## config.mk

```make
export PLATFORM = sky130hd
export DESIGN_NAME = trim_centre_cal
export DESIGN_NICKNAME = d
export VERILOG_FILES = /design/src/rtl/tcc_pkg.sv /design/src/rtl/tcc_settle_timer.sv /design/src/rtl/tcc_pass_eval.sv /design/src/rtl/tcc_window_tracker.sv /design/src/rtl/trim_centre_cal.sv
export SDC_FILE = /design/constraint.sdc
export NUM_CORES = 1
export LEC_CHECK = 0
export BUFFER_PORTS_ARGS = -buffer_cell sky130_fd_sc_hd__buf_4
export CORE_ASPECT_RATIO = 0.75
export CORE_MARGIN = 10
export CORE_UTILIZATION = 45
export DETAILED_ROUTE_END_ITERATION = 10
export GPL_ROUTABILITY_DRIVEN = 0
export PLACE_DENSITY = 0.66
export RECOVER_POWER = 25
export SYNTH_ARGS = -nofsm -noshare
export SYNTH_HDL_FRONTEND = slang
export SYNTH_SLANG_ARGS = --single-unit
```

## constraint.sdc

```tcl
create_clock -name clk -period 2.94 [get_ports clk]
set_input_delay 0.735 -clock clk [delete_from_list [all_inputs] [get_ports clk]]
set_output_delay 0.735 -clock clk [all_outputs]
set_load 0.01 [all_outputs]
```

## src/rtl/tcc_pkg.sv

```systemverilog
package tcc_pkg;

    localparam int CODE_W   = 6;
    localparam int NARROW_W = 4;
    localparam int STAT_W   = 4;
    localparam int SEL_W    = 2;

    // status flag positions
    localparam int ST_OSC_LO = 0;   // must read 0 for the oscillator trim
    localparam int ST_OSC_HI = 1;   // must read 1 for the oscillator trim
    localparam int ST_WFLT   = 2;
    localparam int ST_NFLT   = 3;

    typedef enum logic [SEL_W-1:0] {
        TRIM_OSC  = 2'd0,
        TRIM_WFLT = 2'd1,
        TRIM_NFLT = 2'd2,
        TRIM_RSVD = 2'd3
    } trim_e;

    typedef enum logic [2:0] {
        ST_IDLE,
        ST_WRITE,
        ST_SETTLE,
        ST_FINAL,
        ST_DONE
    } state_e;

    typedef struct packed {
        logic              valid;
        logic [CODE_W-1:0] top;
        logic              flt_test;
        logic              dac_test;
    } profile_t;

    function automatic profile_t profile_of(trim_e t);
        profile_t p;
        p = '{valid: 1'b0, top: '0, flt_test: 1'b0, dac_test: 1'b0};
        case (t)
            TRIM_OSC: begin
                p.valid = 1'b1;
                p.top   = CODE_W'((1 << NARROW_W) - 1);
            end
            TRIM_WFLT: begin
                p.valid    = 1'b1;
                p.top      = CODE_W'((1 << CODE_W) - 1);
                p.flt_test = 1'b1;
            end
            TRIM_NFLT: begin
                p.valid    = 1'b1;
                p.top      = CODE_W'((1 << NARROW_W) - 1);
                p.flt_test = 1'b1;
            end
            default: p.valid = 1'b0;
        endcase
        return p;
    endfunction

    function automatic logic [CODE_W-1:0] centre(logic [CODE_W-1:0] lo,
                                                 logic [CODE_W-1:0] hi);
        logic [CODE_W:0] sum;
        sum = {1'b0, lo} + {1'b0, hi};
        return sum[CODE_W:1];
    endfunction

endpackage

```

## src/rtl/tcc_settle_timer.sv

```systemverilog
module tcc_settle_timer #(
    parameter int W = 8
) (
    input  logic         clk,
    input  logic         rst,
    input  logic         load_i,
    input  logic [W-1:0] load_val_i,
    output logic         expired_o
);
    logic [W-1:0] cnt_q;

    always_ff @(posedge clk) begin
        if (rst) begin
            cnt_q <= '0;
        end else if (load_i) begin
            cnt_q <= load_val_i;
        end else if (cnt_q != '0) begin
            cnt_q <= cnt_q - 1'b1;
        end
    end

    assign expired_o = (cnt_q == '0);
endmodule

```

## src/rtl/tcc_pass_eval.sv

```systemverilog
module tcc_pass_eval
    import tcc_pkg::*;
(
    input  trim_e             sel_i,
    input  logic [STAT_W-1:0] stat_i,
    output logic              pass_o
);
    always_comb begin
        case (sel_i)
            TRIM_OSC:  pass_o = !stat_i[ST_OSC_LO] && stat_i[ST_OSC_HI];
            TRIM_WFLT: pass_o = stat_i[ST_WFLT];
            TRIM_NFLT: pass_o = stat_i[ST_NFLT];
            default:   pass_o = 1'b0;
        endcase
    end
endmodule

```

## src/rtl/tcc_window_tracker.sv

```systemverilog
module tcc_window_tracker #(
    parameter int W = 6
) (
    input  logic         clk,
    input  logic         rst,
    input  logic         clear_i,
    input  logic         sample_i,
    input  logic         pass_i,
    input  logic [W-1:0] code_i,
    output logic         found_o,
    output logic         run_closed_o,
    output logic [W-1:0] first_o,
    output logic [W-1:0] last_o
);
    always_ff @(posedge clk) begin
        if (rst || clear_i) begin
            found_o <= 1'b0;
            first_o <= '0;
            last_o  <= '0;
        end else if (sample_i && pass_i) begin
            if (!found_o) begin
                found_o <= 1'b1;
                first_o <= code_i;
            end
            last_o <= code_i;
        end
    end

    assign run_closed_o = sample_i && !pass_i && found_o;
endmodule

```

## src/rtl/trim_centre_cal.sv

```systemverilog
module trim_centre_cal
    import tcc_pkg::*;
#(
    parameter int SETTLE_W = 8
) (
    input  logic                clk,
    input  logic                rst,
    input  logic                start_i,
    input  logic [SEL_W-1:0]    trim_sel_i,
    input  logic [SETTLE_W-1:0] settle_i,
    input  logic [CODE_W-1:0]   prev_code_i,
    input  logic [STAT_W-1:0]   stat_i,
    output logic                wr_o,
    output logic [SEL_W-1:0]    wr_sel_o,
    output logic [CODE_W-1:0]   wr_code_o,
    output logic                flt_test_o,
    output logic                dac_test_o,
    output logic                done_o,
    output logic                fail_o
);
    state_e              state_q;
    trim_e               sel_q;
    profile_t            prof_q;
    profile_t            prof_in;
    logic [CODE_W-1:0]   code_q;
    logic [CODE_W-1:0]   prev_q;
    logic                fail_q;

    logic                expired;
    logic                pass;
    logic                sample;
    logic                found;
    logic                run_closed;
    logic [CODE_W-1:0]   first_code;
    logic [CODE_W-1:0]   last_code;
    logic                accept;

    assign prof_in = profile_of(trim_e'(trim_sel_i));
    assign accept  = (state_q == ST_IDLE) && start_i;
    assign sample  = (state_q == ST_SETTLE) && expired;

    tcc_settle_timer #(.W(SETTLE_W)) u_timer (
        .clk        (clk),
        .rst        (rst),
        .load_i     (state_q == ST_WRITE),
        .load_val_i (settle_i),
        .expired_o  (expired)
    );

    tcc_pass_eval u_eval (
        .sel_i  (sel_q),
        .stat_i (stat_i),
        .pass_o (pass)
    );

    tcc_window_tracker #(.W(CODE_W)) u_track (
        .clk          (clk),
        .rst          (rst),
        .clear_i      (accept),
        .sample_i     (sample),
        .pass_i       (pass),
        .code_i       (code_q),
        .found_o      (found),
        .run_closed_o (run_closed),
        .first_o      (first_code),
        .last_o       (last_code)
    );

    always_ff @(posedge clk) begin
        if (rst) begin
            state_q <= ST_IDLE;
            sel_q   <= TRIM_OSC;
            prof_q  <= '0;
            code_q  <= '0;
            prev_q  <= '0;
            fail_q  <= 1'b0;
        end else begin
            case (state_q)
                ST_IDLE: begin
                    if (start_i) begin
                        sel_q  <= trim_e'(trim_sel_i);
                        prev_q <= prev_code_i;
                        code_q <= '0;
                        if (prof_in.valid) begin
                            prof_q  <= prof_in;
                            fail_q  <= 1'b0;
                            state_q <= ST_WRITE;
                        end else begin
                            prof_q  <= '0;
                            fail_q  <= 1'b1;
                            state_q <= ST_DONE;
                        end
                    end
                end
                ST_WRITE: begin
                    state_q <= ST_SETTLE;
                end
                ST_SETTLE: begin
                    if (sample) begin
                        if (run_closed || code_q == prof_q.top) begin
                            state_q <= ST_FINAL;
                        end else begin
                            code_q  <= code_q + 1'b1;
                            state_q <= ST_WRITE;
                        end
                    end
                end
                ST_FINAL: begin
                    fail_q  <= !found;
                    prof_q  <= '0;
                    state_q <= ST_DONE;
                end
                ST_DONE: begin
                    state_q <= ST_IDLE;
                end
                default: state_q <= ST_IDLE;
            endcase
        end
    end

    always_comb begin
        wr_o      = (state_q == ST_WRITE) || (state_q == ST_FINAL);
        wr_sel_o  = sel_q;
        wr_code_o = code_q;
        if (state_q == ST_FINAL) begin
            wr_code_o = found ? centre(first_code, last_code) : prev_q;
        end
    end

    assign flt_test_o = prof_q.flt_test;
    assign dac_test_o = prof_q.dac_test;
    assign done_o     = (state_q == ST_DONE);
    assign fail_o     = fail_q;
endmodule

```

==> impl_metrics.xml, run 1 <==
<?xml version="1.0" encoding="UTF-8"?>
<metrics>
  <group name="placed_design">
    <metric name="postPlaceCellArea" unit="mm2">0.00259</metric>
    <metric name="hpwl" unit="mm">4.31</metric>
    <metric name="count_of_buffers_inserted_at_the_top_level_ports" unit="">34</metric>
  </group>
  <group name="cells_and_area">
    <metric name="insertedDiodeCount" unit="">0</metric>
    <metric name="layout.filler_cells" unit="">487</metric>
    <metric name="drive_above_1_share" unit="%">16.2</metric>
    <metric name="design.final.nets" unit="">343</metric>
    <metric name="postLayoutCellArea" unit="mm2">0.00269</metric>
    <metric name="layout-area-overhead-vs-synth" unit="%">16.4</metric>
    <metric name="area_of_the_multi_input_gates" unit="mm2">0.00138</metric>
    <metric name="register_area" unit="um2">843</metric>
  </group>
  <group name="logic_synthesis">
    <metric name="synth-edff-count" unit="">0</metric>
    <metric name="synth.distinct_cells" unit="">48</metric>
    <metric name="library_cell_with_the_highest_instance_count_after_synthesis" unit="">dfxtp_1</metric>
    <metric name="synthArstFlopShare" unit="%">0</metric>
    <metric name="postSynthNetCount" unit="">317</metric>
    <metric name="yosys.area.top_type" unit="">dfxtp_1</metric>
    <metric name="number_of_synthesized_register_bits" unit="">42</metric>
    <metric name="syn-instance-count" unit="">282</metric>
    <metric name="synthDominantCellAreaShare" unit="%">36.4</metric>
    <metric name="synth_area" unit="mm2">0.00231</metric>
    <metric name="synthesis.area_per_instance" unit="um2">8.19</metric>
    <metric name="part_of_the_yosys_area_used_for_sequential_elements" unit="%">36.4</metric>
    <metric name="post_synth_most_frequent_cells" unit="">42 x dfxtp_1, 34 x nand2_1, 32 x nor2_1</metric>
    <metric name="synth_warnings" unit="">0</metric>
    <metric name="dominantRegCellSynth" unit="">dfxtp_1</metric>
    <metric name="post_synth_main_area_contributors" unit="">dfxtp_1 36%, mux2i_1 7.8%, ha_1 6.0%, nand2_1 5.5%, a21oi_1 5.2%</metric>
  </group>
  <group name="cts">
    <metric name="cts.clk_slew.worst_paths" unit="ns">0.08</metric>
    <metric name="post_cts.repair.setup_buffers" unit="">0</metric>
    <metric name="ctsHtreeMaxLevel" unit="">2</metric>
    <metric name="clockBufferDepth" unit="">2</metric>
    <metric name="tritoncts.num_buffers" unit="">5</metric>
    <metric name="post_cts_resized" unit="">0</metric>
    <metric name="clkLatencyLatePin" unit="ns">0.29</metric>
    <metric name="cts_sinks" unit="">42</metric>
    <metric name="ctsHoldBuffers" unit="">0</metric>
    <metric name="clock_tree.root_cell" unit="">clkbuf_8</metric>
    <metric name="cts_tree" unit="">built</metric>
  </group>
  <group name="worst_setup_path">
    <metric name="worst-setup-path-type" unit="">reg -&gt; out</metric>
    <metric name="critical_path.endpoint" unit="">wr_code_o[5]</metric>
    <metric name="slowest_delay" unit="ns">0.39</metric>
    <metric name="cp_num_cells" unit="">8</metric>
    <metric name="timing.critical_path.arrival" unit="ns">2.08</metric>
    <metric name="timing.critical_path.fanout_max" unit="">3</metric>
    <metric name="critPathBufInv" unit="">1</metric>
    <metric name="timing.critical_path.slowest_stage_cell" unit="">fa_1</metric>
    <metric name="worst_path_cell_chain" unit="">and2_1, fa_1, a21o_1, a21oi_2, o21bai_1, a211oi_1, o31ai_1, buf_4</metric>
    <metric name="timing.reg2reg.worst_path_depth" unit="">5</metric>
    <metric name="rrSetupSlack" unit="ns">0.67</metric>
    <metric name="crit_start" unit="">u_track.last_o[0]</metric>
    <metric name="worst_ep_required_time" unit="ns">2.20</metric>
    <metric name="reg2reg_from" unit="">state_q[1]</metric>
    <metric name="start_kind" unit="">flip-flop</metric>
    <metric name="critical_register_to_register_path_endpoint" unit="">u_track.last_o[1]</metric>
    <metric name="timing.critical_path.max_delay_family" unit="">compound AO/OA/AOI/OAI gates</metric>
    <metric name="end_kind" unit="">output port</metric>
  </group>
  <group name="die">
    <metric name="design.portCount" unit="">36</metric>
    <metric name="initial_utilization" unit="%">46.9</metric>
    <metric name="die-height" unit="um">82.0</metric>
    <metric name="die_x" unit="um">103</metric>
    <metric name="core_region_area" unit="mm2">0.00493</metric>
    <metric name="placementRows" unit="">22</metric>
    <metric name="dieArea" unit="mm2">0.00842</metric>
  </group>
  <group name="sta">
    <metric name="finalClockSkew" unit="ns">0.00767</metric>
    <metric name="setup_viol_count_final" unit="">0</metric>
    <metric name="min_period" unit="ns">2.81</metric>
    <metric name="worst_hold_slack" unit="ns">0.460</metric>
    <metric name="final_min_period_over_clock_period" unit="%">95.6</metric>
    <metric name="final_max_slew_viol_count" unit="">0</metric>
    <metric name="max_clock_freq" unit="MHz">356</metric>
    <metric name="worstMarginPinSlew" unit="ns">0.774</metric>
    <metric name="final_hold_viol_count" unit="">0</metric>
    <metric name="slew_headroom" unit="%">47.7</metric>
  </group>
  <group name="global_route">
    <metric name="grt_overflow" unit="">0</metric>
    <metric name="grt_first_pass_wirelength" unit="mm">9.88</metric>
    <metric name="via_count_of_the_first_global_routing_pass" unit="">1975</metric>
    <metric name="grt.total_usage" unit="%">14.7</metric>
    <metric name="grt_max_degree" unit="">27</metric>
    <metric name="grt_antenna_before_repair" unit="">0</metric>
  </group>
  <group name="detailed_routing">
    <metric name="first_iter_violations" unit="">99</metric>
    <metric name="final_antenna_net_count" unit="">0</metric>
    <metric name="drc_errors" unit="">0</metric>
    <metric name="avgViaCountPerCell" unit="">5.56</metric>
    <metric name="vias" unit="">2052</metric>
    <metric name="drt_wl_total" unit="mm">5.89</metric>
    <metric name="detail_route.wl_per_cell" unit="um">16.0</metric>
    <metric name="drt_pre_antenna_iters" unit="">5</metric>
  </group>
  <group name="pwr">
    <metric name="post-layout-total-power" unit="mW">1.63</metric>
    <metric name="pwr_density_cell" unit="mW/mm2">606</metric>
    <metric name="power_leakage" unit="nW">1.02</metric>
    <metric name="irDropWorstVdd" unit="mV">0.243</metric>
  </group>
  <group name="run">
    <metric name="maxCapViolations" unit="">0</metric>
  </group>
  <group name="run_status">
    <metric name="outcome" unit="">completed</metric>
  </group>
  <group name="hold_path">
    <metric name="worstHoldPathType" unit="">reg -&gt; reg</metric>
    <metric name="holdCritStartpoint" unit="">prev_q[0]</metric>
  </group>
</metrics>
[worst reg2reg max path, delay by kind of cell, from the launching register on]
kind | cells | cell delay, ns
flops | 1 | 0.57
simple gates | 4 | 1.33
mux | 1 | 0.24
[layout by cell type (no fill, tap or decap), types with 4 or more instances in the layout]
cell      Yosys  final
nor3_1       10     10
a211oi_1      6      6
nor2_1       32     32
inv_1         9      9
o31ai_1       4      4
a21oi_1      24     22
ha_1         11     11
clkbuf_8      0      5
nand3_1      10     10
mux2i_1      18     18
o21ai_0      11     11
xnor2_1       7      7
clkbuf_1     13      7
nand2_1      34     33
dfxtp_1      42     40
buf_4         2     31
[logic make-up (layout without fill, tap and decap cells)]
family / count (synthesis) / count (layout) / share of synthesized area (%)
buf+inv: 26 / 53 / 4.66
fa+ha+maj: 12 / 12 / 6.83
xor+xnor: 7 / 7 / 2.66
simple gates: 112 / 112 / 24.1
other cells: 1 / 1 / 0.162
mux: 18 / 18 / 7.80
flops: 42 / 42 / 36.4
compound gates: 64 / 64 / 17.4
[worst min-delay path by stage]
stage          slack [ns]         to  cells after the start
3_3_place_gp         0.45  prev_q[0]                      2
2_1_floorplan        0.43  prev_q[4]                      2
5_1_grt              0.48  prev_q[0]                      2
3_5_place_dp         0.45  prev_q[0]                      2
6_report             0.46  prev_q[0]                      2
4_1_cts              0.46  prev_q[0]                      2
[power by group]
| group | switching [mW] | internal (mW) | leakage, nW |
|---|---|---|---|
| combinational | 0.256 | 0.211 | 0.627 |
| clock | 0.201 | 0.254 | 0.0524 |
| sequential | 0.0723 | 0.633 | 0.343 |
| total | 0.530 | 1.10 | 1.02 |
[layout make-up]
cell class                 instances  area share, %
sequential                        42           31.4
tap                               60           2.79
inverter                           9           1.26
clock buffer                       7           2.84
timing repair buffer              36           9.36
clock inverter                     1           1.12
multi-input combinational        214           51.2
[metrics by stage]
stage	std cells	utilization, %	setup slack [ns]	TNS, ns
floorplan	282	-	0.553	0
global placement	361	52.5	0.406	0
detailed placement	361	52.5	0.394	0
CTS	369	54.6	0.0468	0
global route	369	54.5	-0.00501	-0.00501
finish	369	54.5	0.129	0
[metal layers]
metal | vias up | routed length [um] | part of all wire [%] | GRT usage, %
met5 | - | 0 | 0 | 0
li1 | 1052 | - | - | -
met3 | 7 | 293 | 5.0 | 3.36
met4 | 0 | 37 | 0.63 | 2.95
met2 | 47 | 2470 | 42 | 22.1
met1 | 946 | 3090 | 52 | 21.0
[sequential cells by signal (all words and copies together), names as in the netlist, 2 cells and up]
name	count
code_q	6
prev_q	6
prof_q	2
state_q	3
u_timer.cnt_q	8
u_track.first_o	6
u_track.last_o	6
wr_sel_o	2
No activity file was read; power rests on OpenSTA's default activity.
==> run 2, diff against run 1 <==
--- a/config.mk
+++ b/config.mk
@@ -11,7 +11,7 @@
 export CORE_UTILIZATION = 45
 export DETAILED_ROUTE_END_ITERATION = 10
 export GPL_ROUTABILITY_DRIVEN = 0
-export PLACE_DENSITY = 0.66
+export PLACE_DENSITY_LB_ADDON = 0.08
 export RECOVER_POWER = 25
 export SYNTH_ARGS = -nofsm -noshare
 export SYNTH_HDL_FRONTEND = slang
==> run 2 against run 1 <==
Combinational power rose by 4.9%. Global-route usage is 0.38 points higher. Non-clock buffer count grew 4. Clock power down 14%. Total power decreased by 2.4%. First-iteration DRC count grew 34%. Sequential power about the same. Clock skew down 0.0013 ns. Highest routed layer unchanged. Register-to-register slack got worse by 0.02 ns. Count of clock-buffer cells in the layout unchanged.
==> impl_metrics.xml, run 2 (synthesis gave the netlist of run 1 again) <==
<?xml version="1.0" encoding="UTF-8"?>
<metrics>
  <group name="run_status">
    <metric name="outcome" unit="">completed</metric>
  </group>
  <group name="cts">
    <metric name="cts_tree" unit="">built</metric>
    <metric name="ctsHoldBuffers" unit="">0</metric>
    <metric name="ctsHtreeMaxLevel" unit="">2</metric>
    <metric name="clock_tree.root_cell" unit="">clkbuf_8</metric>
    <metric name="cts_sinks" unit="">42</metric>
    <metric name="clkLatencyLatePin" unit="ns">0.29</metric>
    <metric name="cts.clk_slew.worst_paths" unit="ns">0.08</metric>
    <metric name="clockBufferDepth" unit="">2</metric>
    <metric name="tritoncts.num_buffers" unit="">5</metric>
  </group>
  <group name="cells_and_area">
    <metric name="largest_register_ffs" unit="">8</metric>
    <metric name="layout.cells.most_common_list" unit="">40 x dfxtp_1, 34 x nand2_1, 33 x buf_4</metric>
    <metric name="layout-area-overhead-vs-synth" unit="%">16.8</metric>
    <metric name="drive_above_1_share" unit="%">16.9</metric>
    <metric name="registers.top_by_ff_count" unit="">u_timer.cnt_q</metric>
    <metric name="insertedDiodeCount" unit="">0</metric>
    <metric name="design.final.nets" unit="">347</metric>
    <metric name="layout_commonest_cell" unit="">dfxtp_1</metric>
  </group>
  <group name="worst_setup_path">
    <metric name="end_kind" unit="">output port</metric>
    <metric name="crit_start" unit="">u_track.first_o[1]</metric>
    <metric name="start_kind" unit="">flip-flop</metric>
    <metric name="timing.critical_path.arrival" unit="ns">2.10</metric>
    <metric name="timing.critical_path.fanout_max" unit="">3</metric>
    <metric name="reg2reg_from" unit="">state_q[1]</metric>
    <metric name="worst-setup-path-type" unit="">reg -&gt; out</metric>
    <metric name="worst_ep_required_time" unit="ns">2.20</metric>
    <metric name="rrSetupSlack" unit="ns">0.65</metric>
  </group>
  <group name="pwr">
    <metric name="power_frac_seq" unit="%">44.3</metric>
    <metric name="combPwrFrac" unit="%">30.9</metric>
    <metric name="pwr_density_cell" unit="mW/mm2">589</metric>
    <metric name="power.share.switching" unit="%">34.0</metric>
    <metric name="internal_power" unit="mW">1.05</metric>
    <metric name="power_leakage" unit="nW">1.03</metric>
    <metric name="power.clock.fraction" unit="%">24.8</metric>
    <metric name="power_switching" unit="mW">0.540</metric>
    <metric name="irDropWorstVdd" unit="mV">0.259</metric>
  </group>
  <group name="sta">
    <metric name="max_clock_freq" unit="MHz">353</metric>
    <metric name="final_max_slew_viol_count" unit="">0</metric>
    <metric name="setup_repair_after_global_routing_missed_its_margin" unit="">false</metric>
    <metric name="worstMarginPinSlew" unit="ns">0.718</metric>
    <metric name="final_min_period_over_clock_period" unit="%">96.4</metric>
    <metric name="finalClockSkew" unit="ns">0.00635</metric>
    <metric name="min_period" unit="ns">2.83</metric>
    <metric name="slew_headroom" unit="%">52.1</metric>
    <metric name="timing.setup.tns" unit="ns">0</metric>
    <metric name="setup_ws" unit="ns">0.106</metric>
    <metric name="final_hold_viol_count" unit="">0</metric>
    <metric name="setup_viol_count_final" unit="">0</metric>
  </group>
  <group name="global_route">
    <metric name="grt_max_degree" unit="">27</metric>
    <metric name="via_count_of_the_first_global_routing_pass" unit="">1971</metric>
    <metric name="grt.total_usage" unit="%">15.1</metric>
    <metric name="grt_antenna_before_repair" unit="">0</metric>
    <metric name="grt_first_pass_wirelength" unit="mm">10.1</metric>
    <metric name="grt_overflow" unit="">0</metric>
  </group>
  <group name="detailed_routing">
    <metric name="first_iter_violations" unit="">133</metric>
    <metric name="vias" unit="">2020</metric>
    <metric name="final_antenna_net_count" unit="">0</metric>
    <metric name="drc_errors" unit="">0</metric>
    <metric name="drt_wl_total" unit="mm">5.98</metric>
    <metric name="avgViaCountPerCell" unit="">5.42</metric>
    <metric name="drt_pre_antenna_iters" unit="">4</metric>
    <metric name="detail_route.wl_per_cell" unit="um">16.0</metric>
  </group>
  <group name="die">
    <metric name="die_x" unit="um">103</metric>
    <metric name="die-height" unit="um">82.0</metric>
    <metric name="placementRows" unit="">22</metric>
    <metric name="initial_utilization" unit="%">46.9</metric>
    <metric name="dieArea" unit="mm2">0.00842</metric>
    <metric name="core_region_area" unit="mm2">0.00493</metric>
    <metric name="design.portCount" unit="">36</metric>
  </group>
  <group name="hold_path">
    <metric name="holdCritStartpoint" unit="">prev_q[4]</metric>
    <metric name="worstHoldPathType" unit="">reg -&gt; reg</metric>
  </group>
  <group name="placed_design">
    <metric name="placement.setup.worst_slack" unit="ns">0.393</metric>
    <metric name="count_of_buffers_inserted_at_the_top_level_ports" unit="">34</metric>
    <metric name="hpwl" unit="mm">4.45</metric>
  </group>
  <group name="run">
    <metric name="maxCapViolations" unit="">0</metric>
  </group>
</metrics>
run 2: metrics by stage:
step / util (%) / total power, mW / cells / hold WS [ns] / area (um2)
2_1_floorplan: - / 1.07 / 282 / 0.432 / 2310
3_3_place_gp: 53.1 / 1.21 / 365 / 0.444 / 2620
3_5_place_dp: 53.1 / 1.21 / 365 / 0.449 / 2620
4_1_cts: 55.0 / 1.60 / 373 / 0.461 / 2710
5_1_grt: 54.7 / 1.70 / 373 / 0.495 / 2700
6_report: 54.7 / 1.59 / 373 / 0.459 / 2700
run 2: timing repair:
| item | 4_1_cts | 5_1_grt |
|---|---|---|
| setup endpoints to repair | 0 | 2 |
| resized for setup | 0 | 4 |
| buffers inserted | 0 | 0 |
run 2: final timing paths:
path,end,depth (start not counted)
setup / recovery,wr_code_o[4],7
hold / removal,prev_q[4],2
setup reg to reg,u_track.last_o[0],5
hold reg to reg,prev_q[4],2
run 2: per-layer routing:
metal  up-vias  wire (um)  GRT usage [%]
li1       1057          -              -
met1       917       3140           22.0
met4         0          8           2.81
met2        44       2470           21.7
met5         -          0              0
met3         2        369           4.03
run 2: power groups by stage:
stage                     registers [mW]  clock network [mW]  logic (mW)
final                              0.704               0.394       0.491
after global routing               0.717               0.422       0.561
after CTS                          0.703               0.400       0.496
after detailed placement           0.715                   0       0.493
after global placement             0.716                   0       0.489
after floorplan                    0.696                   0       0.372
run 2: final cells by class:
| class | instances | area, um2 |
|---|---|---|
| Fill cell | 468 | 2230 |
| Multi-Input combinational cell | 214 | 1380 |
| Sequential cell | 42 | 843 |
| Timing Repair Buffer | 40 | 278 |
| Clock buffer | 7 | 86.3 |
| Tap cell | 60 | 75.1 |
| Inverter | 9 | 33.8 |
| Clock inverter | 1 | 5.00 |
run 2: critical path: stages, from the launching register on:
cell and delay, ns:
dfxtp_2 0.34, ha_1 0.29, a31o_2 0.24, a21oi_1 0.20
o21ai_0 0.15, xnor2_1 0.15, o31ai_1 0.25, buf_4 0.18
